$ cat config.mk
export PLATFORM = sky130hd
export DESIGN_NAME = stack_pop_seq
export DESIGN_NICKNAME = d
export VERILOG_FILES = /design/src/rtl/stack_pop_pkg.sv /design/src/rtl/stack_pop_pick.sv /design/src/rtl/stack_pop_addr.sv /design/src/rtl/stack_pop_seq.sv
export SDC_FILE = /design/constraint.sdc
export NUM_CORES = 1
export LEC_CHECK = 0
export BUFFER_PORTS_ARGS = -buffer_cell sky130_fd_sc_hd__buf_4
export CAP_MARGIN = 20
export CORE_ASPECT_RATIO = 1.75
export CORE_MARGIN = 1.5
export CORE_UTILIZATION = 45
export DETAILED_ROUTE_END_ITERATION = 16
export PLACE_DENSITY = 0.75
export SYNTH_ARGS = -nofsm -noshare
export SYNTH_HDL_FRONTEND = slang
export SYNTH_SLANG_ARGS = --single-unit
export TNS_END_PERCENT = 1
$ cat constraint.sdc
create_clock -name clk -period 9.3 [get_ports clk]
set_input_delay 2.325 -clock clk [delete_from_list [all_inputs] [get_ports clk]]
set_output_delay 2.325 -clock clk [all_outputs]
set_load 0.1 [all_outputs]
$ cat src/rtl/stack_pop_pkg.sv
package stack_pop_pkg;

  typedef enum logic [2:0] {
    ST_IDLE = 3'd0,
    ST_SPW  = 3'd1,
    ST_REQ  = 3'd2,
    ST_WAIT = 3'd3,
    ST_FIN  = 3'd4
  } pop_state_e;

  localparam int unsigned WORD_BYTES = 4;

endpackage

$ cat src/rtl/stack_pop_pick.sv
module stack_pop_pick #(
  parameter int N  = 16,
  parameter int IW = $clog2(N)
) (
  input  logic [N-1:0]  mask,
  output logic [N-1:0]  onehot,
  output logic [IW-1:0] idx,
  output logic          found
);

  logic [N:0] seen;

  assign seen[0] = 1'b0;

  generate
    for (genvar g = 0; g < N; g++) begin : g_chain
      assign onehot[g]  = mask[g] & ~seen[g];
      assign seen[g+1]  = seen[g] | mask[g];
    end
  endgenerate

  assign found = seen[N];

  always_comb begin
    idx = '0;
    for (int i = 0; i < N; i++) begin
      if (onehot[i]) idx = idx | IW'(i);
    end
  end

  // the chain must never select more than one register at a time
  always_comb begin
    a_r2_single_pick: assert ($onehot0(onehot));
  end

endmodule

$ cat src/rtl/stack_pop_addr.sv
module stack_pop_addr #(
  parameter int AW   = 32,
  parameter int STEP = 4
) (
  input  logic          clk,
  input  logic          rst_n,
  input  logic          load,
  input  logic [AW-1:0] load_val,
  input  logic          step,
  output logic [AW-1:0] addr
);

  function automatic logic [AW-1:0] next_word(input logic [AW-1:0] a);
    return a + AW'(STEP);
  endfunction

  logic [AW-1:0] addr_q;

  always_ff @(posedge clk or negedge rst_n) begin
    if (!rst_n)    addr_q <= '0;
    else if (load) addr_q <= load_val;
    else if (step) addr_q <= next_word(addr_q);
  end

  assign addr = addr_q;

  // a step moves the pointer by one word, wrapping at the top
  a_r1_step_word: assert property (@(posedge clk) disable iff (!rst_n)
    (step && !load) |=> (addr == $past(addr) + AW'(STEP)));

endmodule

$ cat src/rtl/stack_pop_seq.sv
module stack_pop_seq
  import stack_pop_pkg::*;
#(
  parameter int NREGS  = 16,
  parameter int AW     = 32,
  parameter int DW     = 32,
  parameter int PC_IDX = NREGS - 1
) (
  input  logic                     clk,
  input  logic                     rst_n,
  input  logic                     start,
  input  logic [NREGS-1:0]         reg_mask,
  input  logic [AW-1:0]            sp_in,
  output logic                     busy,
  output logic                     done,
  output logic                     err,
  output logic                     branch,
  output logic                     mem_req,
  output logic [AW-1:0]            mem_addr,
  input  logic                     mem_valid,
  input  logic [DW-1:0]            mem_rdata,
  input  logic                     mem_err,
  output logic                     rf_we,
  output logic [$clog2(NREGS)-1:0] rf_idx,
  output logic [DW-1:0]            rf_wdata,
  output logic                     sp_we,
  output logic [AW-1:0]            sp_wdata,
  output logic                     pc_we,
  output logic [DW-1:0]            pc_wdata
);

  localparam int IW = $clog2(NREGS);
  localparam int CW = $clog2(NREGS + 1);

  // ---------------------------------------------------------------- arithmetic
  function automatic logic [CW-1:0] count_sel(input logic [NREGS-1:0] m);
    logic [CW-1:0] n;
    n = '0;
    for (int i = 0; i < NREGS; i++) n = n + CW'(m[i]);
    return n;
  endfunction

  function automatic logic [AW-1:0] sp_final(input logic [AW-1:0] b,
                                             input logic [CW-1:0] n);
    return b + (AW'(n) * AW'(WORD_BYTES));
  endfunction

  function automatic logic misaligned(input logic [AW-1:0] a);
    return |a[1:0];
  endfunction

  // ---------------------------------------------------------------- state
  pop_state_e       state_q;
  logic [NREGS-1:0] mask_q;
  logic [AW-1:0]    base_q;
  logic             err_q;
  logic             pc_hit_q;
  logic             first_req_q;
  logic [AW-1:0]    last_req_q;

  // ---------------------------------------------------------------- events
  logic             start_ok;
  logic             bad_sp;
  logic             accept;
  logic             read_fail;
  logic             word_ok;
  logic             is_pc;
  logic             list_empty;
  logic [NREGS-1:0] rest_mask;
  logic             last_word;

  logic [NREGS-1:0] pick_onehot;
  logic [IW-1:0]    pick_idx;
  logic             pick_found;
  logic [AW-1:0]    cur_addr;

  stack_pop_pick #(.N(NREGS), .IW(IW)) u_pick (
    .mask   (mask_q),
    .onehot (pick_onehot),
    .idx    (pick_idx),
    .found  (pick_found)
  );

  stack_pop_addr #(.AW(AW), .STEP(WORD_BYTES)) u_addr (
    .clk      (clk),
    .rst_n    (rst_n),
    .load     (start_ok),
    .load_val (sp_in),
    .step     (word_ok),
    .addr     (cur_addr)
  );

  assign start_ok   = start && (state_q == ST_IDLE);
  assign bad_sp     = misaligned(sp_in);
  assign accept     = (state_q == ST_WAIT) && mem_valid;
  assign read_fail  = accept && mem_err;
  assign word_ok    = accept && !mem_err;
  assign is_pc      = (pick_idx == IW'(PC_IDX));
  assign list_empty = (mask_q == '0);
  assign rest_mask  = mask_q & ~pick_onehot;
  assign last_word  = word_ok && (rest_mask == '0);

  // ---------------------------------------------------------------- sequencing
  always_ff @(posedge clk or negedge rst_n) begin
    if (!rst_n) begin
      state_q  <= ST_IDLE;
      mask_q   <= '0;
      base_q   <= '0;
      err_q    <= 1'b0;
      pc_hit_q <= 1'b0;
    end else begin
      unique case (state_q)
        ST_IDLE: begin
          if (start_ok) begin
            mask_q   <= reg_mask;
            base_q   <= sp_in;
            pc_hit_q <= 1'b0;
            err_q    <= bad_sp;
            state_q  <= bad_sp ? ST_FIN : ST_SPW;
          end
        end
        ST_SPW:  state_q <= list_empty ? ST_FIN : ST_REQ;
        ST_REQ:  state_q <= ST_WAIT;
        ST_WAIT: begin
          if (read_fail) begin
            err_q   <= 1'b1;
            state_q <= ST_FIN;
          end else if (word_ok) begin
            mask_q <= rest_mask;
            if (is_pc) pc_hit_q <= 1'b1;
            state_q <= last_word ? ST_FIN : ST_REQ;
          end
        end
        ST_FIN:  state_q <= ST_IDLE;
        default: state_q <= ST_IDLE;
      endcase
    end
  end

  // tracking for the ordering checks
  always_ff @(posedge clk or negedge rst_n) begin
    if (!rst_n) begin
      first_req_q <= 1'b0;
      last_req_q  <= '0;
    end else begin
      if (state_q == ST_SPW)  first_req_q <= 1'b1;
      else if (mem_req)       first_req_q <= 1'b0;
      if (mem_req)            last_req_q  <= mem_addr;
    end
  end

  // ---------------------------------------------------------------- outputs
  assign busy     = (state_q != ST_IDLE);
  assign done     = (state_q == ST_FIN);
  assign err      = done && err_q;
  assign branch   = done && pc_hit_q && !err_q;

  assign mem_req  = (state_q == ST_REQ);
  assign mem_addr = cur_addr;

  assign sp_we    = (state_q == ST_SPW);
  assign sp_wdata = sp_final(base_q, count_sel(mask_q));

  assign rf_we    = word_ok && !is_pc;
  assign rf_idx   = pick_idx;
  assign rf_wdata = mem_rdata;
  assign pc_we    = word_ok && is_pc;
  assign pc_wdata = mem_rdata;

  // ---------------------------------------------------------------- assertions
  // the first read is preceded by the stack pointer write
  a_r3_sp_before_read: assert property (@(posedge clk) disable iff (!rst_n)
    (mem_req && first_req_q) |-> $past(sp_we));

  // each later request is one word above the one before it
  a_r1_addr_step: assert property (@(posedge clk) disable iff (!rst_n)
    (mem_req && !first_req_q) |-> (mem_addr == last_req_q + AW'(WORD_BYTES)));

  // only word-aligned reads are issued
  a_r6_aligned_req: assert property (@(posedge clk) disable iff (!rst_n)
    mem_req |-> (mem_addr[1:0] == 2'b00));

  // a request never lasts two cycles
  a_r9_single_outstanding: assert property (@(posedge clk) disable iff (!rst_n)
    mem_req |=> !mem_req);

  // a faulting response leads straight to an erroring completion
  a_r7_abort_on_fault: assert property (@(posedge clk) disable iff (!rst_n)
    read_fail |=> (done && err && !rf_we && !pc_we));

  // a misaligned pointer completes next cycle with an error
  a_r8_bad_sp: assert property (@(posedge clk) disable iff (!rst_n)
    (start_ok && bad_sp) |=> (done && err && !sp_we));

  // completion is a single-cycle pulse
  a_r10_done_pulse: assert property (@(posedge clk) disable iff (!rst_n)
    done |=> !done);

  // branch only with a clean completion
  a_r5_branch_clean: assert property (@(posedge clk) disable iff (!rst_n)
    branch |-> (done && !err));

  // a register write always comes from a selected register
  a_r2_write_selected: assert property (@(posedge clk) disable iff (!rst_n)
    (rf_we || pc_we) |-> pick_found);

endmodule

# After elaboration in Yosys (flattened, before gate mapping)

Cells that the tools add are included.

Bitwise gates (word level): 46
Muxes and demuxes: 36
Equal/unequal tests: 11
Reduce and logical (&&, ||, !) cells: 25
$add $sub $neg: 17

Operator list:

| kind                                                                   | number |
|---|---|
| 32-bit 2-to-1 mux                                                      | 2 |
| 5-bit by 1-bit adder with 5-bit output                                 | 11 |
| 16-bit 2-to-1 mux                                                      | 3 |
| 32-bit by 3-bit adder with 32-bit output (second input constant)       | 1 |
| 32-bit by 7-bit adder with 32-bit output                               | 1 |
| 16-bit logical NOT                                                     | 2 |
| 4-bit 2-to-1 mux                                                       | 8 |
| 16-bit case mux with 2 select lines                                    | 1 |
| 3-bit 2-to-1 mux                                                       | 10 |
| 16-bit bitwise AND                                                     | 1 |
| 16-bit inverter                                                        | 1 |
| 1-bit bitwise AND                                                      | 15 |
| 1-bit inverter                                                         | 15 |
| 1-bit bitwise OR                                                       | 14 |
| 3-bit case mux with 4 select lines                                     | 1 |
| 1-bit logical AND                                                      | 10 |
| 2-bit != test (second input constant)                                  | 5 |
| 1-bit 2-to-1 mux                                                       | 7 |
| 3-bit by 2-bit equality test with 1-bit output (second input constant) | 2 |
| 4-bit by 1-bit adder with 5-bit output                                 | 1 |
| 5-bit AND reduction                                                    | 1 |
| 3-bit by 1-bit adder with 4-bit output                                 | 1 |
| 4-bit equality test (second input constant)                            | 1 |
| 2-bit 2-to-1 mux                                                       | 2 |
| 14 further kinds                                                       | 19 |

Input port bits: 85
Bits in registers: 85
Logic and storage cells: 141

# Longest topological paths before layout

Gate-level depths: netlist of run 1.

Depth after elaboration: 24
Depth in mapped cells: 19

# Modules after synthesis

Synthesis of run 1 repeated with hierarchy kept, for this count alone.

Cells, all modules: 633
Area, all modules: 6013.3 sq um

Modules (own cells, without submodules):

| module         | sequential area each (sq um) | cells each | area each (sq um) | times used |
|---|---|---|---|---|
| stack_pop_seq  | 1326.3                       | 382        | 3846.2            | 1 |
| stack_pop_addr | 800.8                        | 200        | 1820.5            | 1 |
| stack_pop_pick | 0.0                          | 51         | 346.6             | 1 |

# Least setup slack after synthesis of run 1

OpenSTA, ideal clock, no wires.

Path type: reg-to-output
Start point: register mask_q[5]
End point: output port sp_wdata[25]
Cell stages (with the launch flop): 19
Data arrival time: 6.028 ns
Path slack: 0.947 ns
Path through: dfrtp_1 inv_1 fa_1 fa_1 fa_1 fa_1 inv_1 ha_1 inv_1 fa_1 inv_1 ha_1 a21o_1 a21oi_1 o21a_1 nor3_1 clkbuf_1 nand4_1 xnor2_1

Word-level cells in the longest chain between the ends: 12

Ends and longest elaborated chain:

| item                                                 | RTL line             | RTL |
|---|---|---|
| from (decl)                                          | stack_pop_seq.sv:54  | `logic [NREGS-1:0] mask_q;` |
| from (signal assigned)                               | stack_pop_seq.sv:115 | `mask_q <= reg_mask;` |
| from (signal assigned)                               | stack_pop_seq.sv:129 | `mask_q <= rest_mask;` |
| 5-bit by 1-bit adder with 5-bit output (11 in a row) | stack_pop_seq.sv:39  | `for (int i = 0; i < NREGS; i++) n = n + CW'(m[i]);` |
| 32-bit by 7-bit adder with 32-bit output             | stack_pop_seq.sv:45  | `return b + (AW'(n) * AW'(WORD_BYTES));` |
| to (decl)                                            | stack_pop_seq.sv:27  | `output logic [AW-1:0] sp_wdata,` |

Every way passes these cells.

# Worst setup path in the final report of run 1

Start point: register mask_q[5]
End point: output port sp_wdata[12]

Same word-level chain as after synthesis.

==> summary.md, run 1 <==
| Metric | Value |
|---|---|
| Status | `finished, final reports clean` |
| # clock sinks | `between 80 and 90` |
| Required @ worst endpoint | `between 6 and 7 ns` |
| Die height | `approximately 150 um` |
| Initial cell density of the core | `a little under half` |
| Area contributors post-synth | `dfrtp_1 37%, nand2_1 8.8%, buf_4 8.7%` |
| Setup violators final | `0` |
| Post-synth EDFFs | `0` |
| Max Fclk | `~120 MHz` |
| Distinct cell type count after synthesis | `54` |
| CTS tree | `built` |
| Clk_lat worst skew | `about 0.35 ns` |
| Antenna violations before repair | `0` |
| FP Rows | `54` |
| Synth Register Bits | `85` |
| Ys flop type | `dfrtp_1` |
| CP Class | `flop to primary output` |
| Fin. max-slew vios | `0` |
| Die area | `approximately 13000 sq um` |
| Final instance area | `roughly 6700 sq um` |
| Number of vias per cell | `5.60` |
| Ratio of final minimum period to clock period | `a little under nine tenths` |
| Worst endpoint data arrival time | `5.68 ns` |
| GPL Wtd Cong | `0.973` |
| GRT Util Overall | `about a quarter` |
| Max-slew headroom | `between 40% and 50%` |
| Vias in the first global route | `just over 5000` |
| GR Overflow Total | `0` |
| DPL Wire Length | `between 10000 and 15000 um` |
| Multi-input gate area | `around 2900 sq um` |
| Clock Skews | `between 0.008 and 0.009 ns` |
| CTS Buf Count | `9` |
| Post-cts hold buffer count | `0` |
| WL/cell | `roughly 19 um` |
| Synth Cell Area | `~5700 sq um` |
| RSZ-0062 raised after global routing | `false` |
| Port Buffers | `approximately 130` |
| IO Count | `approximately 230` |
| Setup crit start kind | `flop` |
| Worst hold slack | `between 0.4 and 0.5 ns` |
| Drt drc | `0` |
| Die X | `~88 um` |
| Commonest non-fill, non-tap cell in the layout | `buf_4` |
| # diodes | `0` |
| Max-Cap Viols | `0` |
| Post-route minimum period | `between 8 and 9 ns` |
| DRT antenna net count | `0` |
| Post-Syn Instances | `661` |
| Register area | `approximately 2100 sq um` |
| Core Util, Final | `between 50% and 60%` |
| P&R area growth vs syn | `16.8%` |
| Endpoints failing hold | `0` |
| Avg Inst Size Synth | `between 8 and 9 sq um` |
| Fraction of layout cells with a size suffix above 1 | `about 22%` |
| Hold/Removal Path Class | `flop to flop` |
| Worst-margin pin slew | `roughly 0.80 ns` |
| Synth warnings | `0` |
| Detailed Route Iter0 Violations | `240` |
| Area after DPL | `6330 sq um` |
| Max clock buf depth | `2` |
| FFs w/ async S/R, synth | `100%` |
| Crit Path Max Fanout | `8` |
| Final net count | `roughly 830` |
| Clk pin slew, worst setup/hold paths | `about 0.060 ns` |
| Setup Buffers After CTS | `0` |
| Area share of the largest cell type after synthesis | `around 37%` |
| Wirelength, routed | `between 15000 and 20000 um` |
| CTS root buf | `clkbuf_16` |
| Post-route setup TNS | `0 ns` |
| Post-Syn Nets | `between 700 and 800` |
| DR pass1 iterations | `5` |
| Critical Path End Type | `primary output` |
| Fillcell total | `around 1200` |
| Core area | `about 12000 sq um` |
| Most frequent cells in the layout | `135 x buf_4, 134 x nand2_1, 85 x dfrtp_1, 47 x o21ai_0` |
| H-tree depth | `3` |
| # resized after CTS | `0` |
| Leading area contributor after synthesis | `dfrtp_1` |
| Largest net degree at the start of global routing | `79` |
| First-pass GRT wire length | `roughly 26000 um` |
| Routed vias | `between 4000 and 5000` |
| Post-synthesis sequential area ratio | `a little under two fifths` |
stage by stage:
step / std cells / setup WS, ns
detailed placement: 876 / 1.65
floorplan: 661 / 0.947
global placement: 876 / 1.70
finish: 892 / 1.29
CTS: 892 / 1.24
global route: 892 / 1.01
layer usage:
metal	wire, um	global-route usage, %	up-vias
li1	-	-	2293
met1	5980	28.0	2421
met2	8990	45.2	206
met3	933	4.73	71
met4	819	14.6	0
met5	0	0	-
cell usage after synthesis (2+ instances only):
library cell	instances
xnor2_1	34
nand2b_1	3
dfrtp_1	85
nor2_1	32
clkbuf_1	14
mux2i_1	2
o21a_1	2
o2111ai_1	2
buf_2	7
nor4_1	3
inv_1	34
a21o_1	3
o21ai_0	47
nor3b_1	2
nand2_1	134
nor4b_1	2
o21ai_1	2
a31oi_1	4
or3_1	2
a21oi_1	16
and2_1	4
a221o_1	3
buf_4	66
and4_1	4
nand4_1	20
nor3_1	18
o21bai_1	2
o211ai_1	3
a22o_1	14
and3_1	10
ha_1	14
xor2_1	21
nor2b_1	2
nand3_1	20
fa_1	11
sequential cells by signal, summed over array words and instances (netlist names):
register	count
base_q	32
err_q	1
mask_q	16
pc_hit_q	1
state_q	3
u_addr.addr	32
worst max-delay path, stage by stage (launching register included):
cell and delay (ns):
dfrtp_1 0.48, inv_1 0.12, fa_1 0.56, fa_1 0.44
fa_1 0.54, fa_1 0.41, inv_1 0.07, ha_1 0.17
inv_1 0.06, fa_1 0.47, inv_1 0.06, fa_1 0.42
a21oi_1 0.17, o21bai_1 0.11, a21oi_1 0.41, nor2_1 0.24
nand2_1 0.14, xnor2_1 0.14, buf_4 0.32
logic make-up (layout without fill, tap and decap cells):
logic type      Yosys count  in the layout  share of synthesized area (%)
mux                       2              2                          0.352
simple gates            266            266                           22.6
fa+ha+maj                26             26                           7.12
xor+xnor                 55             55                           8.46
flops                    85             85                           37.3
compound gates          105            105                           11.5
buf+inv                 122            185                           12.6
worst paths after layout:
kind / endpoint / startpoint / slack (ns) / depth (start not counted)
min: base_q[2] / base_q[2] / 0.50 / 2
max reg2reg: state_q[1] / mask_q[0] / 6.56 / 8
min in group asynchronous: u_addr.addr[2] / rst_n / 1.93 / 1
max in group asynchronous: mask_q[12] / rst_n / 6.33 / 2
max: sp_wdata[12] / mask_q[5] / 1.29 / 18
min reg2reg: base_q[2] / base_q[2] / 0.50 / 2
layout make-up:
class | instances | share of cell area [%]
sequential | 85 | 32.0
tap | 168 | 3.16
clock inverter | 6 | 1.41
multi-input combinational | 454 | 42.9
timing repair buffer | 135 | 15.2
clock buffer | 10 | 3.44
inverter | 34 | 1.92
Power of run 1 is left out: the tool's default activity adds up to more than one toggle a clock period on the data nets, which glitch-free logic cannot reach.
==> run 2: changes to the inputs <==
CTS_CLUSTER_SIZE = 8   (was default)
PLACE_DENSITY = default   (was 0.75)
PLACE_DENSITY_LB_ADDON = 0.08   (was default)
==> run 2 against run 1 <==
Via count down 3.6%. Flip-flop and latch count unchanged. Setup slack worse by 0.012 ns. Register-to-register slack worse by 0.11 ns. Routed wire length down 5.3%. Largest cell class unchanged. Cell count down 0.11%. Hold slack worse by 0.016 ns. First-iteration DRC count up 3.3%.
==> summary.md, run 2 (same netlist as run 1, synthesis figures left out) <==
| Metric | Value |
|---|---|
| Status | `finished, final reports clean` |
| Fin. max-slew vios | `0 (unchanged)` |
| GPL Wtd Cong | `0.968 (-0.54%)` |
| Number of vias per cell | `5.40 (-3.5%)` |
| CTS root buf | `clkbuf_16` |
| Hold path depth | `2 (unchanged)` |
| Max Fclk | `125 MHz (-0.15%)` |
| FP Rows | `54 (unchanged)` |
| Drt drc | `0 (unchanged)` |
| Worst-margin pin slew | `0.681 ns (-0.122 ns)` |
| Fraction of layout cells with a size suffix above 1 | `22.1% (+0.031 points)` |
| # diodes | `0 (unchanged)` |
| DR pass1 iterations | `7 (+2)` |
| CP delay by family, top | `adder cells` |
| FF-to-FF setup slack | `6.45 ns (-0.11 ns)` |
| Setup crit start kind | `flop` |
| Critical R2R Capture | `state_q[1]` |
| IO Count | `225 (unchanged)` |
| RSZ-0062 raised after global routing | `false` |
| Worst Path Buf+Inv | `5 (unchanged)` |
| Multi-input gate area | `2850 sq um (unchanged)` |
| Setup violators final | `0 (unchanged)` |
| Die area | `13400 sq um (unchanged)` |
| Endpoints failing hold | `0 (unchanged)` |
| Dpl cells | `876 (unchanged)` |
| Post-route minimum period | `8.02 ns (+0.0120 ns)` |
| # clock sinks | `85 (unchanged)` |
| Hold/Removal Path Class | `flop to flop` |
| Worst endpoint data arrival time | `5.69 ns (about the same)` |
| GRT Util Overall | `25.1% (-0.62 points)` |
| CP Class | `flop to primary output` |
| Most frequent cells in the layout | `135 x buf_4, 134 x nand2_1, 85 x dfrtp_1, 47 x o21ai_0` |
| Post-cts hold buffer count | `0 (unchanged)` |
| P&R area growth vs syn | `16.4%` |
| Hold EP | `base_q[6]` |
| GR Overflow Total | `0 (unchanged)` |
| Critical Path End Type | `primary output` |
| R2R cell count | `8 (unchanged)` |
| Register area | `2130 sq um (unchanged)` |
| Fillcell total | `1213 (+0.92%)` |
| Core area | `12400 sq um (unchanged)` |
| Clk pin slew, worst setup/hold paths | `0.07 ns (about the same)` |
| Post-route setup TNS | `0 ns (unchanged)` |
| Crit-path cells | `inv_1 -> fa_1 -> fa_1 -> fa_1 -> fa_1 -> inv_1 -> ha_1 -> inv_1 -> fa_1 -> inv_1 -> fa_1 -> a21oi_1 -> o21bai_1 -> a21oi_1 -> nor2_1 -> nand3_1 -> xnor2_1 -> buf_4` |
| HP Start | `base_q[6]` |
| Setup Buffers After CTS | `0 (unchanged)` |
| CP max-delay cell | `fa_1` |
| Die X | `88.0 um (unchanged)` |
| Commonest non-fill, non-tap cell in the layout | `buf_4` |
| Max clock buf depth | `2 (unchanged)` |
| Vias in the first global route | `5075 (+0.75%)` |
| Largest net degree at the start of global routing | `46 (-42%)` |
| DPL Wire Length | `12000 um (-4.8%)` |
| First-pass GRT wire length | `26000 um (-1.3%)` |
| Clk_lat worst skew | `0.34 ns (about the same)` |
| Required @ worst endpoint | `6.98 ns (about the same)` |
| DRT antenna net count | `0 (unchanged)` |
| Antenna violations before repair | `0 (unchanged)` |
| Final Non-Filler Cells | `891 (-0.11%)` |
| Max stage delay on crit path | `0.57 ns (about the same)` |
| Clock Skews | `0.0101 ns (+0.00155 ns)` |
| H-tree depth | `3 (unchanged)` |
| Initial cell density of the core | `45.8% (unchanged)` |
| WL/cell | `17.8 um (-5.2%)` |
| CTS tree | `built` |
| Core Util, Final | `53.3% (-0.20 points)` |
| Most frequent CP cell | `fa_1` |
| Ratio of final minimum period to clock period | `86.2% (+0.13 points)` |
| Wirelength, routed | `15800 um (-5.3%)` |
| FF-to-FF Start | `mask_q[0]` |
| Detailed Route Iter0 Violations | `248 (+3.3%)` |
| Port Buffers | `128 (unchanged)` |
| Final net count | `829 (unchanged)` |
| CTS Buf Count | `9 (unchanged)` |
| Max-slew headroom | `54.0% (+7.6 points)` |
| Max-Cap Viols | `0 (unchanged)` |
| # resized after CTS | `0 (unchanged)` |
| Crit Path Max Fanout | `8 (unchanged)` |
| Die height | `152 um (unchanged)` |
| Routed vias | `4813 (-3.6%)` |
## run 2: changes by cell type in the layout (fill, tap and decap cells not counted), sizes merged
cell	change
clkinv	-1
clkbuf	-1
clkinvlp	+2
bufinv	-1
## run 2: final cells by class
class / count / area share, %
clock buffer: 9 / 3.40
inverter: 34 / 1.92
tap: 168 / 3.17
timing repair buffer: 135 / 15.3
multi-input combinational: 454 / 43.0
clock inverter: 6 / 1.09
sequential: 85 / 32.1
## run 2: worst max path at each step
stage	slack (ns)	start	endpoint	depth (start not counted)
final	1.28	mask_q[5]	sp_wdata[30]	18
after global routing	0.86	mask_q[5]	sp_wdata[14]	18
after CTS	1.21	mask_q[3]	sp_wdata[30]	18
after detailed placement	1.65	mask_q[5]	sp_wdata[30]	18
after global placement	1.69	mask_q[3]	sp_wdata[14]	18
after floorplan	0.95	mask_q[5]	sp_wdata[25]	18
## run 2: worst min-delay path: stages, from the launching register on
cell and delay (ns):
dfrtp_1 0.35, nand2_1 0.05, nand2_1 0.05
## run 2: metrics by stage
stage / hold slack [ns] / cell area [sq um] / setup WS (ns)
floorplan: 0.447 / 5700 / 0.947
global placement: 0.465 / 6330 / 1.69
detailed placement: 0.472 / 6330 / 1.65
CTS: 0.488 / 6630 / 1.21
global route: 0.523 / 6630 / 0.864
finish: 0.482 / 6630 / 1.28
## run 2: layer usage
metal | vias up | wire, um | track usage (%)
met5 | - | 0 | 0
met4 | 0 | 683 | 12.5
met3 | 43 | 842 | 4.62
met2 | 177 | 8530 | 43.5
met1 | 2302 | 5780 | 28.7
li1 | 2291 | - | -
Power of run 2 is left out for the same reason.
